`src/rtl/mseq_pkg.sv`:
```
package mseq_pkg;

  typedef enum logic [2:0] {
    ST_IDLE = 3'd0,
    ST_RXD  = 3'd1,
    ST_TXW  = 3'd2,
    ST_CMD2 = 3'd3,
    ST_STAT = 3'd4,
    ST_POST = 3'd5
  } mseq_state_e;

  localparam int ERR_W   = 16;
  localparam int B_NORCV = 0;
  localparam int B_MAN   = 1;
  localparam int B_SYNC  = 2;
  localparam int B_SEQ   = 3;
  localparam int B_GAP   = 4;
  localparam int B_CON   = 5;
  localparam int B_FIFO  = 7;
  localparam int B_PAR   = 9;

  localparam logic [ERR_W-1:0] MSG_MASK = 16'h00BF;
  localparam logic [ERR_W-1:0] PAR_MASK = 16'h0200;

endpackage

```
`src/rtl/mseq_quiet_timer.sv`:
```
module mseq_quiet_timer #(
  parameter int LIMIT = 240,
  parameter int TW    = 8
) (
  input  logic          clk,
  input  logic          rst_n,
  input  logic          bus_quiet,
  input  logic          word_stb,
  output logic [TW-1:0] tmr_q
);

  logic [TW-1:0] tmr_d;
  logic          restart;
  logic          at_top;

  always_comb begin
    restart = word_stb | ~bus_quiet;
    at_top  = (tmr_q == TW'(LIMIT));
    if (restart) begin
      tmr_d = '0;
    end else if (at_top) begin
      tmr_d = tmr_q;
    end else begin
      tmr_d = tmr_q + 1'b1;
    end
  end

  always_ff @(posedge clk or negedge rst_n) begin
    if (!rst_n) begin
      tmr_q <= '0;
    end else begin
      tmr_q <= tmr_d;
    end
  end

  // any activity restarts the quiet window
  p_tmr_restart_r5: assert property (@(posedge clk) disable iff (!rst_n)
    (word_stb || !bus_quiet) |=> (tmr_q == '0));

  p_tmr_bound_r6: assert property (@(posedge clk) disable iff (!rst_n)
    (tmr_q == TW'(LIMIT)) |=> (tmr_q == TW'(LIMIT)) || (tmr_q == '0));

endmodule

```
`src/rtl/mseq_order_fsm.sv`:
```
module mseq_order_fsm
  import mseq_pkg::*;
#(
  parameter int CON_LIM  = 64,
  parameter int GAP_LIM  = 64,
  parameter int RESP_LIM = 240,
  parameter int TW       = 8,
  parameter int WC_W     = 5
) (
  input  logic             clk,
  input  logic             rst_n,
  input  logic             word_stb,
  input  logic             word_is_cmd,
  input  logic             word_ok,
  input  logic             bus_quiet,
  input  logic [1:0]       cmd_kind,
  input  logic [WC_W-1:0]  cmd_words,
  input  logic             tx_fifo_empty,
  input  logic [TW-1:0]    tmr_q,
  output logic [ERR_W-1:0] set_vec
);

  localparam int CW = WC_W + 1;
  localparam logic [CW-1:0] FULL_CNT = CW'(1 << WC_W);

  mseq_state_e   st_q, st_d;
  logic [CW-1:0] need_q, need_d;
  logic [CW-1:0] got_q, got_d;
  logic [CW-1:0] words_dec;
  logic          quiet_edge;
  logic          hit_con, hit_gap, hit_resp;

  always_comb begin
    words_dec  = (cmd_words == '0) ? FULL_CNT : {1'b0, cmd_words};
    quiet_edge = bus_quiet & ~word_stb;
    hit_con    = quiet_edge & (tmr_q == TW'(CON_LIM - 1));
    hit_gap    = quiet_edge & (tmr_q == TW'(GAP_LIM - 1));
    hit_resp   = quiet_edge & (tmr_q == TW'(RESP_LIM - 1));
  end

  always_comb begin
    st_d    = st_q;
    need_d  = need_q;
    got_d   = got_q;
    set_vec = '0;
    unique case (st_q)
      ST_IDLE: begin
        if (word_stb) begin
          if (!word_ok) begin
            set_vec[B_MAN] = 1'b1;
          end else if (!word_is_cmd) begin
            set_vec[B_SYNC] = 1'b1;
          end else if (cmd_kind[1]) begin
            st_d   = ST_CMD2;
            need_d = words_dec;
          end else if (cmd_kind[0]) begin
            if (tx_fifo_empty) set_vec[B_FIFO] = 1'b1;
            else               st_d = ST_TXW;
          end else begin
            st_d   = ST_RXD;
            need_d = words_dec;
            got_d  = '0;
          end
        end
      end
      ST_RXD: begin
        if (word_stb) begin
          if (!word_ok) begin
            set_vec[B_MAN] = 1'b1;
            st_d = ST_IDLE;
          end else if (word_is_cmd) begin
            set_vec[B_SYNC] = 1'b1;
            st_d = ST_IDLE;
          end else if (got_q + 1'b1 == need_q) begin
            st_d = ST_POST;
          end else begin
            got_d = got_q + 1'b1;
          end
        end else if (hit_con) begin
          set_vec[B_NORCV] = 1'b1;
          if (got_q == '0) set_vec[B_SEQ] = 1'b1;
          else             set_vec[B_CON] = 1'b1;
          st_d = ST_IDLE;
        end
      end
      ST_TXW: begin
        if (word_stb) begin
          if (!word_ok) set_vec[B_MAN] = 1'b1;
          else          set_vec[B_SEQ] = 1'b1;
          st_d = ST_IDLE;
        end else if (hit_con) begin
          st_d = ST_IDLE;
        end
      end
      ST_CMD2, ST_STAT: begin
        if (word_stb) begin
          if (!word_ok) begin
            set_vec[B_MAN] = 1'b1;
            st_d = ST_IDLE;
          end else if (!word_is_cmd) begin
            set_vec[B_SYNC] = 1'b1;
            st_d = ST_IDLE;
          end else if (st_q == ST_CMD2) begin
            st_d = ST_STAT;
          end else begin
            st_d  = ST_RXD;
            got_d = '0;
          end
        end else if (st_q == ST_CMD2 && hit_con) begin
          set_vec[B_SEQ] = 1'b1;
          st_d = ST_IDLE;
        end else if (st_q == ST_STAT && hit_resp) begin
          set_vec[B_NORCV] = 1'b1;
          st_d = ST_IDLE;
        end
      end
      ST_POST: begin
        if (word_stb || !bus_quiet) begin
          set_vec[B_GAP] = 1'b1;
          st_d = ST_IDLE;
        end else if (hit_gap) begin
          st_d = ST_IDLE;
        end
      end
      default: st_d = ST_IDLE;
    endcase
  end

  always_ff @(posedge clk or negedge rst_n) begin
    if (!rst_n) begin
      st_q   <= ST_IDLE;
      need_q <= '0;
      got_q  <= '0;
    end else begin
      st_q   <= st_d;
      need_q <= need_d;
      got_q  <= got_d;
    end
  end

  // a detected fault abandons the message
  p_abort_on_fault_r1: assert property (@(posedge clk) disable iff (!rst_n)
    (set_vec != '0) |=> (st_q == ST_IDLE));

  // the post-message window is entered only from the data phase
  p_post_entry_r4: assert property (@(posedge clk) disable iff (!rst_n)
    ((st_q == ST_POST) && ($past(st_q) != ST_POST)) |-> ($past(st_q) == ST_RXD));

  // the received-word counter stays below the expected count
  p_count_bound_r12: assert property (@(posedge clk) disable iff (!rst_n)
    (st_q == ST_RXD) |-> (got_q < need_q));

endmodule

```
`src/rtl/mseq_err_flags.sv`:
```
module mseq_err_flags
  import mseq_pkg::*;
#(
  parameter int CLR_LIM = 32,
  parameter int CW      = 6
) (
  input  logic             clk,
  input  logic             rst_n,
  input  logic [ERR_W-1:0] set_vec,
  input  logic [4:0]       rt_addr,
  input  logic             rt_addr_par,
  input  logic             auto_clr,
  output logic [ERR_W-1:0] flags_q,
  output logic             err_pulse
);

  logic             armed_q;
  logic             par_bad;
  logic [ERR_W-1:0] set_all;
  logic [ERR_W-1:0] flags_d;
  logic [CW-1:0]    clr_q, clr_d;
  logic             msg_live;
  logic             do_clr;
  logic             pulse_d;

  always_comb begin
    par_bad  = armed_q & ~(^{rt_addr, rt_addr_par});
    set_all  = (set_vec & MSG_MASK) | (par_bad ? PAR_MASK : '0);
    msg_live = |(flags_q & MSG_MASK);
    do_clr   = 1'b0;
    clr_d    = '0;
    if (auto_clr && msg_live && (set_all == '0)) begin
      if (clr_q == CW'(CLR_LIM - 1)) begin
        do_clr = 1'b1;
      end else begin
        clr_d = clr_q + 1'b1;
      end
    end
    flags_d = (do_clr ? (flags_q & PAR_MASK) : flags_q) | set_all;
    pulse_d = |set_all;
  end

  always_ff @(posedge clk or negedge rst_n) begin
    if (!rst_n) begin
      armed_q   <= 1'b1;
      flags_q   <= '0;
      clr_q     <= '0;
      err_pulse <= 1'b0;
    end else begin
      armed_q   <= 1'b0;
      flags_q   <= flags_d;
      clr_q     <= clr_d;
      err_pulse <= pulse_d;
    end
  end

  // parity flag holds until reset
  p_par_hold_r8: assert property (@(posedge clk) disable iff (!rst_n)
    flags_q[B_PAR] |=> flags_q[B_PAR]);

  // parity is judged only on the first clock
  p_par_once_r8: assert property (@(posedge clk) disable iff (!rst_n)
    (!armed_q && !flags_q[B_PAR]) |=> !flags_q[B_PAR]);

  // no flag drops while auto-clear is off
  p_keep_sticky_r9: assert property (@(posedge clk) disable iff (!rst_n)
    !auto_clr |=> ((flags_q & $past(flags_q)) == $past(flags_q)));

  // a pulse always comes with a set flag
  p_pulse_flag_r10: assert property (@(posedge clk) disable iff (!rst_n)
    err_pulse |-> (flags_q != '0));

endmodule

```
`src/rtl/mseq_err_detect.sv`:
```
module mseq_err_detect
  import mseq_pkg::*;
#(
  parameter int CYC_PER_US = 16,
  parameter int WC_W       = 5
) (
  input  logic             clk,
  input  logic             rst_n,
  input  logic             word_stb,
  input  logic             word_is_cmd,
  input  logic             word_ok,
  input  logic             bus_quiet,
  input  logic [1:0]       cmd_kind,
  input  logic [WC_W-1:0]  cmd_words,
  input  logic             tx_fifo_empty,
  input  logic [4:0]       rt_addr,
  input  logic             rt_addr_par,
  input  logic             auto_clr,
  output logic [ERR_W-1:0] err_reg,
  output logic             err_pulse
);

  localparam int CON_LIM  = 4 * CYC_PER_US;
  localparam int GAP_LIM  = 4 * CYC_PER_US;
  localparam int RESP_LIM = 15 * CYC_PER_US;
  localparam int CLR_LIM  = 2 * CYC_PER_US;
  localparam int TW       = $clog2(RESP_LIM + 1);
  localparam int CLW      = $clog2(CLR_LIM + 1);

  logic [TW-1:0]    tmr_q;
  logic [ERR_W-1:0] set_vec;

  mseq_quiet_timer #(
    .LIMIT (RESP_LIM),
    .TW    (TW)
  ) i_timer (
    .clk       (clk),
    .rst_n     (rst_n),
    .bus_quiet (bus_quiet),
    .word_stb  (word_stb),
    .tmr_q     (tmr_q)
  );

  mseq_order_fsm #(
    .CON_LIM  (CON_LIM),
    .GAP_LIM  (GAP_LIM),
    .RESP_LIM (RESP_LIM),
    .TW       (TW),
    .WC_W     (WC_W)
  ) i_fsm (
    .clk           (clk),
    .rst_n         (rst_n),
    .word_stb      (word_stb),
    .word_is_cmd   (word_is_cmd),
    .word_ok       (word_ok),
    .bus_quiet     (bus_quiet),
    .cmd_kind      (cmd_kind),
    .cmd_words     (cmd_words),
    .tx_fifo_empty (tx_fifo_empty),
    .tmr_q         (tmr_q),
    .set_vec       (set_vec)
  );

  mseq_err_flags #(
    .CLR_LIM (CLR_LIM),
    .CW      (CLW)
  ) i_flags (
    .clk         (clk),
    .rst_n       (rst_n),
    .set_vec     (set_vec),
    .rt_addr     (rt_addr),
    .rt_addr_par (rt_addr_par),
    .auto_clr    (auto_clr),
    .flags_q     (err_reg),
    .err_pulse   (err_pulse)
  );

  // unused positions never read 1
  p_unused_zero_r11: assert property (@(posedge clk) disable iff (!rst_n)
    (err_reg & ~(MSG_MASK | PAR_MASK)) == '0);

endmodule

```
`config.mk`:
```
export PLATFORM = sky130hd
export DESIGN_NAME = mseq_err_detect
export DESIGN_NICKNAME = d
export VERILOG_FILES = /design/src/rtl/mseq_pkg.sv /design/src/rtl/mseq_quiet_timer.sv /design/src/rtl/mseq_order_fsm.sv /design/src/rtl/mseq_err_flags.sv /design/src/rtl/mseq_err_detect.sv
export SDC_FILE = /design/constraint.sdc
export NUM_CORES = 1
export LEC_CHECK = 0
export ABC_AREA = 1
export ABC_CLOCK_PERIOD_IN_PS = 1960
export CORE_AREA = 2 2 63 89
export CTS_CLUSTER_DIAMETER = 80
export DETAILED_ROUTE_END_ITERATION = 8
export DIE_AREA = 0 0 65 91
export PLACE_DENSITY = 0.74
export SLEW_MARGIN = 0
export SYNTH_ARGS = -nofsm -noshare
export SYNTH_HDL_FRONTEND = slang
export SYNTH_SLANG_ARGS = --single-unit
```
`constraint.sdc`:
```
create_clock -name clk -period 1.96 [get_ports clk]
set_input_delay 0.49 -clock clk [delete_from_list [all_inputs] [get_ports clk]]
set_output_delay 0.49 -clock clk [all_outputs]
set_load 0.01 [all_outputs]
```
==> results by group <==
Setup path
  • Reg-to-reg startpoint: i_fsm.got_q[0]
  • CP dominant cell by count: nand2_1
  • CP max stage cell: dfrtp_1
  • Crit path DAT: 2.01 ns
  • Top delay family on crit path: simple AND/OR/NAND/NOR gates
  • Crit path max fanout: 4
  • Kind of critical path: register to register
  • Cell Chain, Critical Path: inv_1 -> ha_1 -> xor2_1 -> nor2_1 -> nand2_1 -> nor2_2 -> nand4_1 -> buf_4 -> nand3_1 -> nand2_1
  • R2R Setup Slk: 0.14 ns
  • Crit. End Element: register
  • Reg-to-reg endpoint: i_fsm.got_q[4]
  • Slowest stage delay, CP: 0.41 ns
  • Worst R2R Path Depth: 10
  • CP Launch Type: register
  • CP bufs+invs: 2
  • CP required: 2.15 ns

Finish
  • Syn-to-layout area delta: 29.9%
  • Most frequent cells in the layout: nand2_1 (104), inv_1 (39), dfrtp_1 (38), buf_4 (34), nor2_1 (32)
  • Layout cell share with drive strength beyond 1: 19.2%
  • Diode count: 0
  • Filler instances: 475
  • Final Cell Area: 0.00327 mm^2
  • Most common cell after layout, fill and taps aside: nand2_1
  • Final net count: 447

Global routing
  • First-pass GRT wire length: 9760 um
  • Initial antenna violation count: 0
  • Pin count of the biggest net entering global routing: 19
  • Total gr overflow: 0
  • Vias in the first global route: 2342
  • Gr usage total: 20.9%

Detailed routing
  • DRC: 0
  • Vias per std cell: 4.94
  • Drt wl/cell: 11.2 um
  • DRT antenna net count: 0
  • Final WL: 5470 um
  • DR iter-0 viols: 79
  • Vias after detailed routing: 2413
  • Pre-Repair DR Iteration Count: 4

Timing
  • Final worst setup slack: 0.139 ns
  • Final hold viol count: 0
  • Final worst-path cycle share: 92.9%
  • Final slew viol count: 0
  • Achievable Freq: 549 MHz
  • RSZ-0062 raised after global routing: no
  • Setup Skew: 0.00391 ns
  • Worst hold slack: 0.110 ns
  • Tmin final: 1.82 ns
  • Setup_tns: 0 ns
  • Final Setup Violations: 0

Clocking
  • TritonCTS clock tree: done
  • CTS max path bufs: 2
  • Clock sink total: 39
  • Worst skew pair latency: 0.29 ns
  • CTS H-tree depth: 2
  • TritonCTS buffer count: 5
  • Post-CTS Hold Buffers: 0
  • Clk root buf: clkbuf_8
  • CTS clk-pin slew, worst paths: 0.08 ns

Run
  • Max Cap Violations: 0

Die
  • Die X-Extent: 65 um
  • Core Footprint: 0.00508 mm^2
  • Row cnt: 31
  • Die Ht: 91 um
  • Die ar.: 0.00592 mm^2
  • Ports: 38
  • Effective utilization at floorplan: 49.6%

Synth
  • Sequential-to-total area share from yosys stat: 38.8%
  • Post-Syn Instances: 354
  • Ys Warns: 0
  • Synth cell types: 33
  • Mean area per synthesized cell: 7.11 um^2
  • Seq cells post-synth: 39
  • Cell area after synthesis: 0.00252 mm^2

Placement
  • PortBufs: 29
  • Placed cell areas: 0.00306 mm^2
  • Dpl ws: -0.306 ns
  • GP Congestion: 0.918
  • Final HPWL DP: 4390 um

Run status
  • Run status: finished clean

Power and ir drop
  • Power consumption: 3.12 mW
  • Max VDD drop: 0.000481 V
  • Pwr per Cell Area: 953 mW/mm^2
  • Leak: 1.64 nW

Hold path
  • Hold Crit Class: primary input to asynchronous set/reset pin
-- sequential cells by signal, summed over array words and instances, names as in the netlist --
register / count
i_flags.flags_q: 8
i_flags.clr_q: 6
i_fsm.need_q: 6
i_flags.err_pulse: 1
i_fsm.got_q: 6
i_fsm.st_q: 3
i_timer.tmr_q: 8
i_flags.armed_q: 1
-- metal layers --
| layer | global-route usage, % | vias up | wire (um) | share of wire [%] |
|---|---|---|---|---|
| met5 | 0 | - | 0 | 0 |
| met4 | 9.93 | 0 | 184 | 3.4 |
| met3 | 3.97 | 14 | 181 | 3.3 |
| met2 | 36.2 | 46 | 2780 | 51 |
| met1 | 24.3 | 1110 | 2320 | 42 |
| li1 | - | 1243 | - | - |
-- cell usage after synthesis, drive strengths merged --
cell type | number | area [um^2]
nor3 | 7 | 40.0
nand4 | 7 | 43.8
o211ai | 1 | 7.51
o41ai | 1 | 8.76
nand2 | 111 | 442
nand3b | 4 | 30.0
ha | 5 | 62.6
o22ai | 1 | 6.26
dfstp | 1 | 26.3
o21ai | 13 | 68.8
a21oi | 14 | 70.1
o21bai | 1 | 7.51
conb | 1 | 3.75
buf | 11 | 77.6
inv | 45 | 169
a211oi | 2 | 15.0
xnor2 | 4 | 35.0
nor2 | 47 | 224
dfrtp | 38 | 951
clkinv | 1 | 3.75
nand3 | 33 | 175
xor2 | 5 | 43.8
o21a | 1 | 7.51
-- kinds of logic after synthesis --
family / share of synthesized area, %
buffers and inverters: 9.94
other: 0.149
AND/OR/NAND/NOR: 37.9
adder cells (fa/ha/maj): 2.48
AO/OA/AOI/OAI: 7.60
XOR/XNOR: 3.13
flip-flops: 38.8
-- through the flow --
stage          utilization (%)  cells
2_1_floorplan                -    362
3_3_place_gp              60.3    476
3_5_place_dp              60.3    476
4_1_cts                   62.9    484
5_1_grt                   64.4    488
6_report                  64.4    488
-- area by class of cell --
class	instances	area [um^2]	area share, %
multi-input combinational	266	1360	41.6
tap	66	82.6	2.52
sequential	39	977	29.9
clock inverter	2	60.1	1.84
inverter	46	173	5.28
clock buffer	6	72.6	2.22
timing repair buffer	63	544	16.6
-- report_power, final --
group	switching (mW)	total [mW]	internal (mW)
sequential	0.155	1.10	0.944
clock	0.281	0.789	0.509
combinational	0.691	1.23	0.536
-- worst max path at each step --
stage          slack (ns)                 end  cells past startpoint            from
2_1_floorplan        0.21       i_fsm.st_q[1]                     12  i_fsm.got_q[0]
3_3_place_gp        -0.25  i_flags.flags_q[1]                     13        word_stb
3_5_place_dp        -0.31  i_flags.flags_q[2]                     12        word_stb
4_1_cts              0.03  i_flags.flags_q[2]                     12       bus_quiet
5_1_grt             0.003  i_flags.flags_q[4]                     12     rt_addr_par
6_report             0.14      i_fsm.got_q[4]                     10  i_fsm.got_q[0]
-- timing repair --
item | 4_1_cts | 5_1_grt
endpoints found under the setup margin | 7 | 20
gates resized for setup | 1 | 13
setup buffers | 0 | 4
pin swaps | 0 | 4
-- worst reg2reg max path, cell delays in order (launching register included) --
cell	delay, ns
dfrtp_1	0.41
inv_1	0.08
ha_1	0.33
xor2_1	0.15
nor2_1	0.09
nand2_1	0.07
nor2_2	0.11
nand4_1	0.17
buf_4	0.20
nand3_1	0.06
nand2_1	0.05
Power figures use the tool's default switching activity.
